File: config.mk
export PLATFORM = sky130hd
export DESIGN_NAME = voq_input_buffer
export DESIGN_NICKNAME = d
export VERILOG_FILES = /design/src/rtl/voq_pkg.sv /design/src/rtl/voq_slot_pool.sv /design/src/rtl/voq_cell_store.sv /design/src/rtl/voq_queue_ctrl.sv /design/src/rtl/voq_input_buffer.sv
export SDC_FILE = /design/constraint.sdc
export NUM_CORES = 1
export LEC_CHECK = 0
export CORE_ASPECT_RATIO = 0.5
export CORE_MARGIN = 1
export CORE_UTILIZATION = 30
export CTS_CLUSTER_DIAMETER = 80
export DETAILED_ROUTE_END_ITERATION = 8
export DONT_BUFFER_PORTS = 1
export GPL_ROUTABILITY_DRIVEN = 1
export PLACE_DENSITY = 0.47
export SYNTH_ARGS = -nofsm -noshare
export SYNTH_HDL_FRONTEND = slang
export SYNTH_SLANG_ARGS = --single-unit
File: constraint.sdc
create_clock -name clk -period 3.1 [get_ports clk]
set_input_delay 0.62 -clock clk [delete_from_list [all_inputs] [get_ports clk]]
set_output_delay 0.62 -clock clk [all_outputs]
set_load 0.02 [all_outputs]
File: src/rtl/voq_pkg.sv
package voq_pkg;
  // width of an index able to address n items, never below one bit
  function automatic int idx_width(int n);
    return (n <= 2) ? 1 : $clog2(n);
  endfunction

  // width of a counter able to hold 0..n
  function automatic int cnt_width(int n);
    return $clog2(n + 1);
  endfunction
endpackage

File: src/rtl/voq_slot_pool.sv
module voq_slot_pool #(
  parameter int DEPTH = 8,
  parameter int PTR_W = 3
) (
  input  logic             clk,
  input  logic             rst_n,
  input  logic             take,
  input  logic             give,
  input  logic [PTR_W-1:0] give_idx,
  output logic [PTR_W-1:0] pick_idx,
  output logic             full
);
  logic [DEPTH-1:0] used_q;
  logic [DEPTH-1:0] set_m, clr_m;

  // lowest slot whose busy bit is clear
  function automatic logic [PTR_W-1:0] lowest_free(logic [DEPTH-1:0] busy);
    logic [PTR_W-1:0] r;
    r = '0;
    for (int k = DEPTH - 1; k >= 0; k--)
      if (!busy[k]) r = PTR_W'(k);
    return r;
  endfunction

  assign pick_idx = lowest_free(used_q);
  assign full     = &used_q;
  assign set_m    = take ? (DEPTH'(1) << pick_idx) : '0;
  assign clr_m    = give ? (DEPTH'(1) << give_idx) : '0;

  always_ff @(posedge clk) begin
    if (!rst_n) used_q <= '0;
    else        used_q <= (used_q | set_m) & ~clr_m;
  end
endmodule

File: src/rtl/voq_cell_store.sv
module voq_cell_store #(
  parameter int DEPTH  = 8,
  parameter int PTR_W  = 3,
  parameter int DATA_W = 8
) (
  input  logic              clk,
  input  logic              wr_en,
  input  logic [PTR_W-1:0]  wr_addr,
  input  logic [DATA_W-1:0] wr_data,
  input  logic              lnk_en,
  input  logic [PTR_W-1:0]  lnk_addr,
  input  logic [PTR_W-1:0]  lnk_ptr,
  input  logic [PTR_W-1:0]  rd_addr,
  output logic [DATA_W-1:0] rd_data,
  output logic [PTR_W-1:0]  rd_next
);
  logic [DATA_W-1:0] cell_q [DEPTH];
  logic [PTR_W-1:0]  next_q [DEPTH];

  always_ff @(posedge clk) begin
    if (wr_en)  cell_q[wr_addr] <= wr_data;
    if (lnk_en) next_q[lnk_addr] <= lnk_ptr;
  end

  assign rd_data = cell_q[rd_addr];
  assign rd_next = next_q[rd_addr];
endmodule

File: src/rtl/voq_queue_ctrl.sv
module voq_queue_ctrl #(
  parameter int PTR_W = 3,
  parameter int CNT_W = 4
) (
  input  logic             clk,
  input  logic             rst_n,
  input  logic             enq,
  input  logic             deq,
  input  logic [PTR_W-1:0] new_slot,
  input  logic [PTR_W-1:0] deq_next,
  output logic [PTR_W-1:0] head,
  output logic [PTR_W-1:0] tail,
  output logic [CNT_W-1:0] count,
  output logic             link_en
);
  logic empty_after;

  function automatic logic [CNT_W-1:0] occ_step(logic [CNT_W-1:0] c, logic e, logic d);
    return c + CNT_W'(e) - CNT_W'(d);
  endfunction

  // queue holds nothing once this slot's departure is taken out
  assign empty_after = (count == '0) || (deq && count == CNT_W'(1));
  assign link_en     = enq && !empty_after;

  always_ff @(posedge clk) begin
    if (!rst_n) begin
      head  <= '0;
      tail  <= '0;
      count <= '0;
    end else begin
      if (enq && empty_after) head <= new_slot;
      else if (deq)           head <= deq_next;
      if (enq) tail <= new_slot;
      count <= occ_step(count, enq, deq);
    end
  end
endmodule

File: src/rtl/voq_input_buffer.sv
module voq_input_buffer #(
  parameter int NUM_OUT = 4,
  parameter int DEPTH   = 8,
  parameter int DATA_W  = 8,
  parameter int DROP_W  = 8,
  localparam int OW     = voq_pkg::idx_width(NUM_OUT),
  localparam int PTR_W  = voq_pkg::idx_width(DEPTH),
  localparam int CNT_W  = voq_pkg::cnt_width(DEPTH)
) (
  input  logic                     clk,
  input  logic                     rst_n,
  input  logic                     in_valid,
  input  logic [OW-1:0]            in_dest,
  input  logic [DATA_W-1:0]        in_data,
  input  logic                     grant_valid,
  input  logic [OW-1:0]            grant_idx,
  output logic [NUM_OUT*CNT_W-1:0] occ,
  output logic [NUM_OUT-1:0]       nonempty,
  output logic                     out_valid,
  output logic [OW-1:0]            out_dest,
  output logic [DATA_W-1:0]        out_data,
  output logic                     grant_err,
  output logic [DROP_W-1:0]        drop_cnt
);
  logic [PTR_W-1:0]  q_head [NUM_OUT];
  logic [PTR_W-1:0]  q_tail [NUM_OUT];
  logic [CNT_W-1:0]  q_cnt  [NUM_OUT];
  logic [NUM_OUT-1:0] q_link;

  logic              pool_full;
  logic [PTR_W-1:0]  pick_idx;
  logic [PTR_W-1:0]  rd_addr, rd_next;
  logic [DATA_W-1:0] rd_data;

  // named slot events
  logic enq_fire, drop_fire, deq_fire, gerr_fire;

  assign enq_fire  = in_valid && !pool_full;
  assign drop_fire = in_valid && pool_full;
  assign deq_fire  = grant_valid && nonempty[grant_idx];
  assign gerr_fire = grant_valid && !nonempty[grant_idx];
  assign rd_addr   = q_head[grant_idx];

  voq_slot_pool #(.DEPTH(DEPTH), .PTR_W(PTR_W)) u_pool (
    .clk(clk), .rst_n(rst_n),
    .take(enq_fire), .give(deq_fire), .give_idx(rd_addr),
    .pick_idx(pick_idx), .full(pool_full)
  );

  voq_cell_store #(.DEPTH(DEPTH), .PTR_W(PTR_W), .DATA_W(DATA_W)) u_store (
    .clk(clk),
    .wr_en(enq_fire), .wr_addr(pick_idx), .wr_data(in_data),
    .lnk_en(q_link[in_dest]), .lnk_addr(q_tail[in_dest]), .lnk_ptr(pick_idx),
    .rd_addr(rd_addr), .rd_data(rd_data), .rd_next(rd_next)
  );

  for (genvar g = 0; g < NUM_OUT; g++) begin : g_q
    voq_queue_ctrl #(.PTR_W(PTR_W), .CNT_W(CNT_W)) u_ctrl (
      .clk(clk), .rst_n(rst_n),
      .enq(enq_fire && in_dest == OW'(g)),
      .deq(deq_fire && grant_idx == OW'(g)),
      .new_slot(pick_idx), .deq_next(rd_next),
      .head(q_head[g]), .tail(q_tail[g]), .count(q_cnt[g]),
      .link_en(q_link[g])
    );
    assign occ[g*CNT_W +: CNT_W] = q_cnt[g];
    assign nonempty[g]           = q_cnt[g] != '0;
  end

  always_ff @(posedge clk) begin
    if (!rst_n) begin
      out_valid <= 1'b0;
      out_dest  <= '0;
      out_data  <= '0;
      grant_err <= 1'b0;
      drop_cnt  <= '0;
    end else begin
      out_valid <= deq_fire;
      grant_err <= gerr_fire;
      if (deq_fire) begin
        out_dest <= grant_idx;
        out_data <= rd_data;
      end
      if (drop_fire && drop_cnt != '1) drop_cnt <= drop_cnt + DROP_W'(1);
    end
  end
endmodule

==> results by group <==
Yosys
  • Post-synth EDFFs: 88
  • Syn Nets: 594
  • Flop and latch count out of synthesis: 156
  • Syn avg cell area: 12.7 sq um
  • Asr flop ratio synth: 0
  • Post-synthesis sequential area ratio: 0.571
  • Synth unique cells: 53
  • Top FF cell, synth: edfxtp_1
  • Post-Syn Area: around 7000 sq um
  • Ys Warns: 0
  • Cells after synthesis: between 500 and 600

Hold path
  • Hold Path Stages: 0
  • Hold/Removal Path Class: primary input to register

Pwr
  • PwrDens: 727 nW/um^2
  • Power after layout: 5.83 mW
  • Leakage: 2.87 nW
  • Max VDD drop: 0.399 mV

Setup path
  • Worst path depth: 8
  • Slowest Stage Delay on Critical Path: 0.58 ns
  • WP data required: 3.43 ns
  • Worst r2r path cells: 8
  • Slowest CP cell: mux4_1
  • Startpoint types: register
  • Worst Path Arrival: 3.02 ns
  • Critical-path cell list: inv_1 -> ha_1 -> nor3b_1 -> mux4_1 -> nor2b_2 -> nand2_1 -> o22ai_1 -> nor2_1
  • CP endpoint kind: register
  • CP delay by family, top: simple AND/OR/NAND/NOR gates
  • Critical-path maximum fanout: 10
  • CP Buf/Inv Count: 1
  • Crit path kind: register to register

Job
  • Max Cap Viol: 0

Clocking
  • CTS root buf: clkbuf_16
  • Setup Buffers After CTS: 0
  • CTS tree: done
  • Max clock buf depth: 2
  • Resized cells post-CTS: 0
  • # H-tree levels: 4
  • Clk pin slew, worst setup/hold paths: 0.07 ns
  • Hold-fix buffers at CTS: 0
  • CTS sink count: 156
  • CTS Buf Count: 17
  • Clock Latency Late Sink: between 0.4 and 0.5 ns

Route
  • Final WL: 16500 um
  • Via count of the routed design: 4326
  • Residual DRC count: 0
  • DRT Pass-1 Iters: 4
  • Drt via density: 4.88
  • Post-route ant nets: 0
  • Number of DRC markers in iteration 0: 343
  • WL/cell: ~19 um

Global route
  • Initial antenna violation count: 0
  • Largest net degree at the start of global routing: 70
  • First-pass GRT wire length: approximately 26000 um
  • Met2 Use GR: 0.225
  • Met3 GRT Util: 0.0422
  • Vias in the first global route: 4239
  • GRT Overall Usage: 0.148
  • Met1 usage: 0.198
  • Gr ovfl total: 0
  • Most used routing layer: met2

Placed design
  • GP Congestion: 0.825
  • Post-place setup slack: around 0.34 ns
  • DP Area: 7420 sq um
  • Dpl hpwl: approximately 11000 um
  • Port Buffers: 0

Floorplan
  • Num rows: 39
  • Die width: roughly 220 um
  • Die H: 110 um
  • DIE AREA: around 24000 sq um
  • CORE AREA: 22900 sq um
  • Io pins: 56
  • Initial Util: 0.307

Finish
  • Most frequent cells in the layout: edfxtp_1, dfxtp_1, inv_1, nor2_1, o21ai_0
  • Fin area: roughly 8000 sq um
  • Layout net count: 608
  • Area grow syn2layout: 14.2%
  • Layout filler cell count: 2213
  • Antenna Cells: 0
  • Fin util: 0.350
  • Most common cell after layout, fill and taps aside: edfxtp_1
  • Share of cells above drive strength 1: 0.147

Timing
  • Final Max Slew Viols: 0
  • Unrepaired setup endpoints after global routing: no
  • Least-Margin Pin Slew: about 1.1 ns
  • Max Freq: 371 MHz
  • Worst slew margin: 0.274
  • Final worst slack: 0.407 ns
  • Final hold vios: 0
  • Fin crit share: 0.869
  • Skew final: slightly above 0.01 ns
  • Setup TNS: 0 ns
  • Final min period: between 2 and 3 ns
  • Final setup violation count: 0

Run status
  • Status: finished, final reports clean
registers in the layout, indices dropped and copies added (netlist names):
| name | cells |
|---|---|
| out_valid | 1 |
| out_dest | 2 |
| g_q.u_ctrl.count | 16 |
| u_store.cell_q | 64 |
| u_pool.used_q | 8 |
| g_q.u_ctrl.tail | 12 |
| out_data | 8 |
| g_q.u_ctrl.head | 12 |
| u_store.next_q | 24 |
| drop_cnt | 8 |
| grant_err | 1 |
final cells by class:
class | count | area (sq um) | share of cell area
clock buffer | 19 | 433 | 0.0540
clock inverter | 13 | 166 | 0.0208
inverter | 42 | 158 | 0.0197
multi-input combinational | 328 | 2710 | 0.337
sequential | 156 | 4000 | 0.500
tap | 307 | 384 | 0.0479
timing repair buffer | 22 | 165 | 0.0206
per-layer routing:
| metal | wire length [um] | vias up |
|---|---|---|
| li1 | - | 2066 |
| met1 | 7950 | 2138 |
| met2 | 7320 | 99 |
| met3 | 964 | 23 |
| met4 | 289 | 0 |
| met5 | 0 | - |
logic make-up after synthesis:
kind of cell / synth area share
flops: 0.571
xor+xnor: 0.0187
fa+ha+maj: 0.0489
compound gates: 0.0879
buf+inv: 0.0442
simple gates: 0.120
mux: 0.110
worst paths after layout:
check                                        to  slack [ns]                                from
max                    out_data[2]$_SDFFE_PN0P_        0.41   g_q[2].u_ctrl.count[2]$_SDFF_PN0_
min              u_store.cell_q[4][4]$_DFFE_PP_        0.27                          in_data[4]
max reg2reg            out_data[2]$_SDFFE_PN0P_        0.41   g_q[2].u_ctrl.count[2]$_SDFF_PN0_
min reg2reg  g_q[0].u_ctrl.head[1]$_SDFFE_PN0P_        0.50  g_q[0].u_ctrl.head[1]$_SDFFE_PN0P_
stage by stage:
step | hold slack [ns] | std cells
after floorplan | 0.456 | 553
after global placement | 0.484 | 855
after detailed placement | 0.480 | 855
after CTS | 0.249 | 887
after global routing | 0.252 | 887
final | 0.273 | 887
synth_stat cells (all sizes together) (3+ instances only):
library cell / instances / area share
o21ai: 24 / 0.017
dfxtp: 68 / 0.19
edfxtp: 88 / 0.38
a32o: 4 / 0.0057
o221a: 3 / 0.0048
or3: 8 / 0.0071
xor2: 7 / 0.0087
and4: 3 / 0.0037
nand4: 5 / 0.0045
fa: 4 / 0.011
nor2: 31 / 0.017
nand3: 10 / 0.0071
a21oi: 16 / 0.011
buf: 8 / 0.010
inv: 42 / 0.022
mux2: 3 / 0.0048
xnor2: 8 / 0.010
ha: 21 / 0.037
and2: 20 / 0.018
a21o: 4 / 0.0043
clkbuf: 19 / 0.012
nor2b: 20 / 0.018
a211oi: 3 / 0.0039
mux4: 23 / 0.078
nand2b: 11 / 0.0098
nor3: 3 / 0.0021
or2: 5 / 0.0045
nand2: 21 / 0.011
mux2i: 19 / 0.027
o22ai: 8 / 0.0071
a31oi: 10 / 0.0089
and3: 5 / 0.0045
nor3b: 9 / 0.0096
report_power, final:
group	leakage, nW	internal (mW)	switching, mW
Combinational	1.21	0.468	0.635
Clock	0.296	1.27	0.872
Sequential	1.36	2.35	0.226
Power figures use the tool's default switching activity.
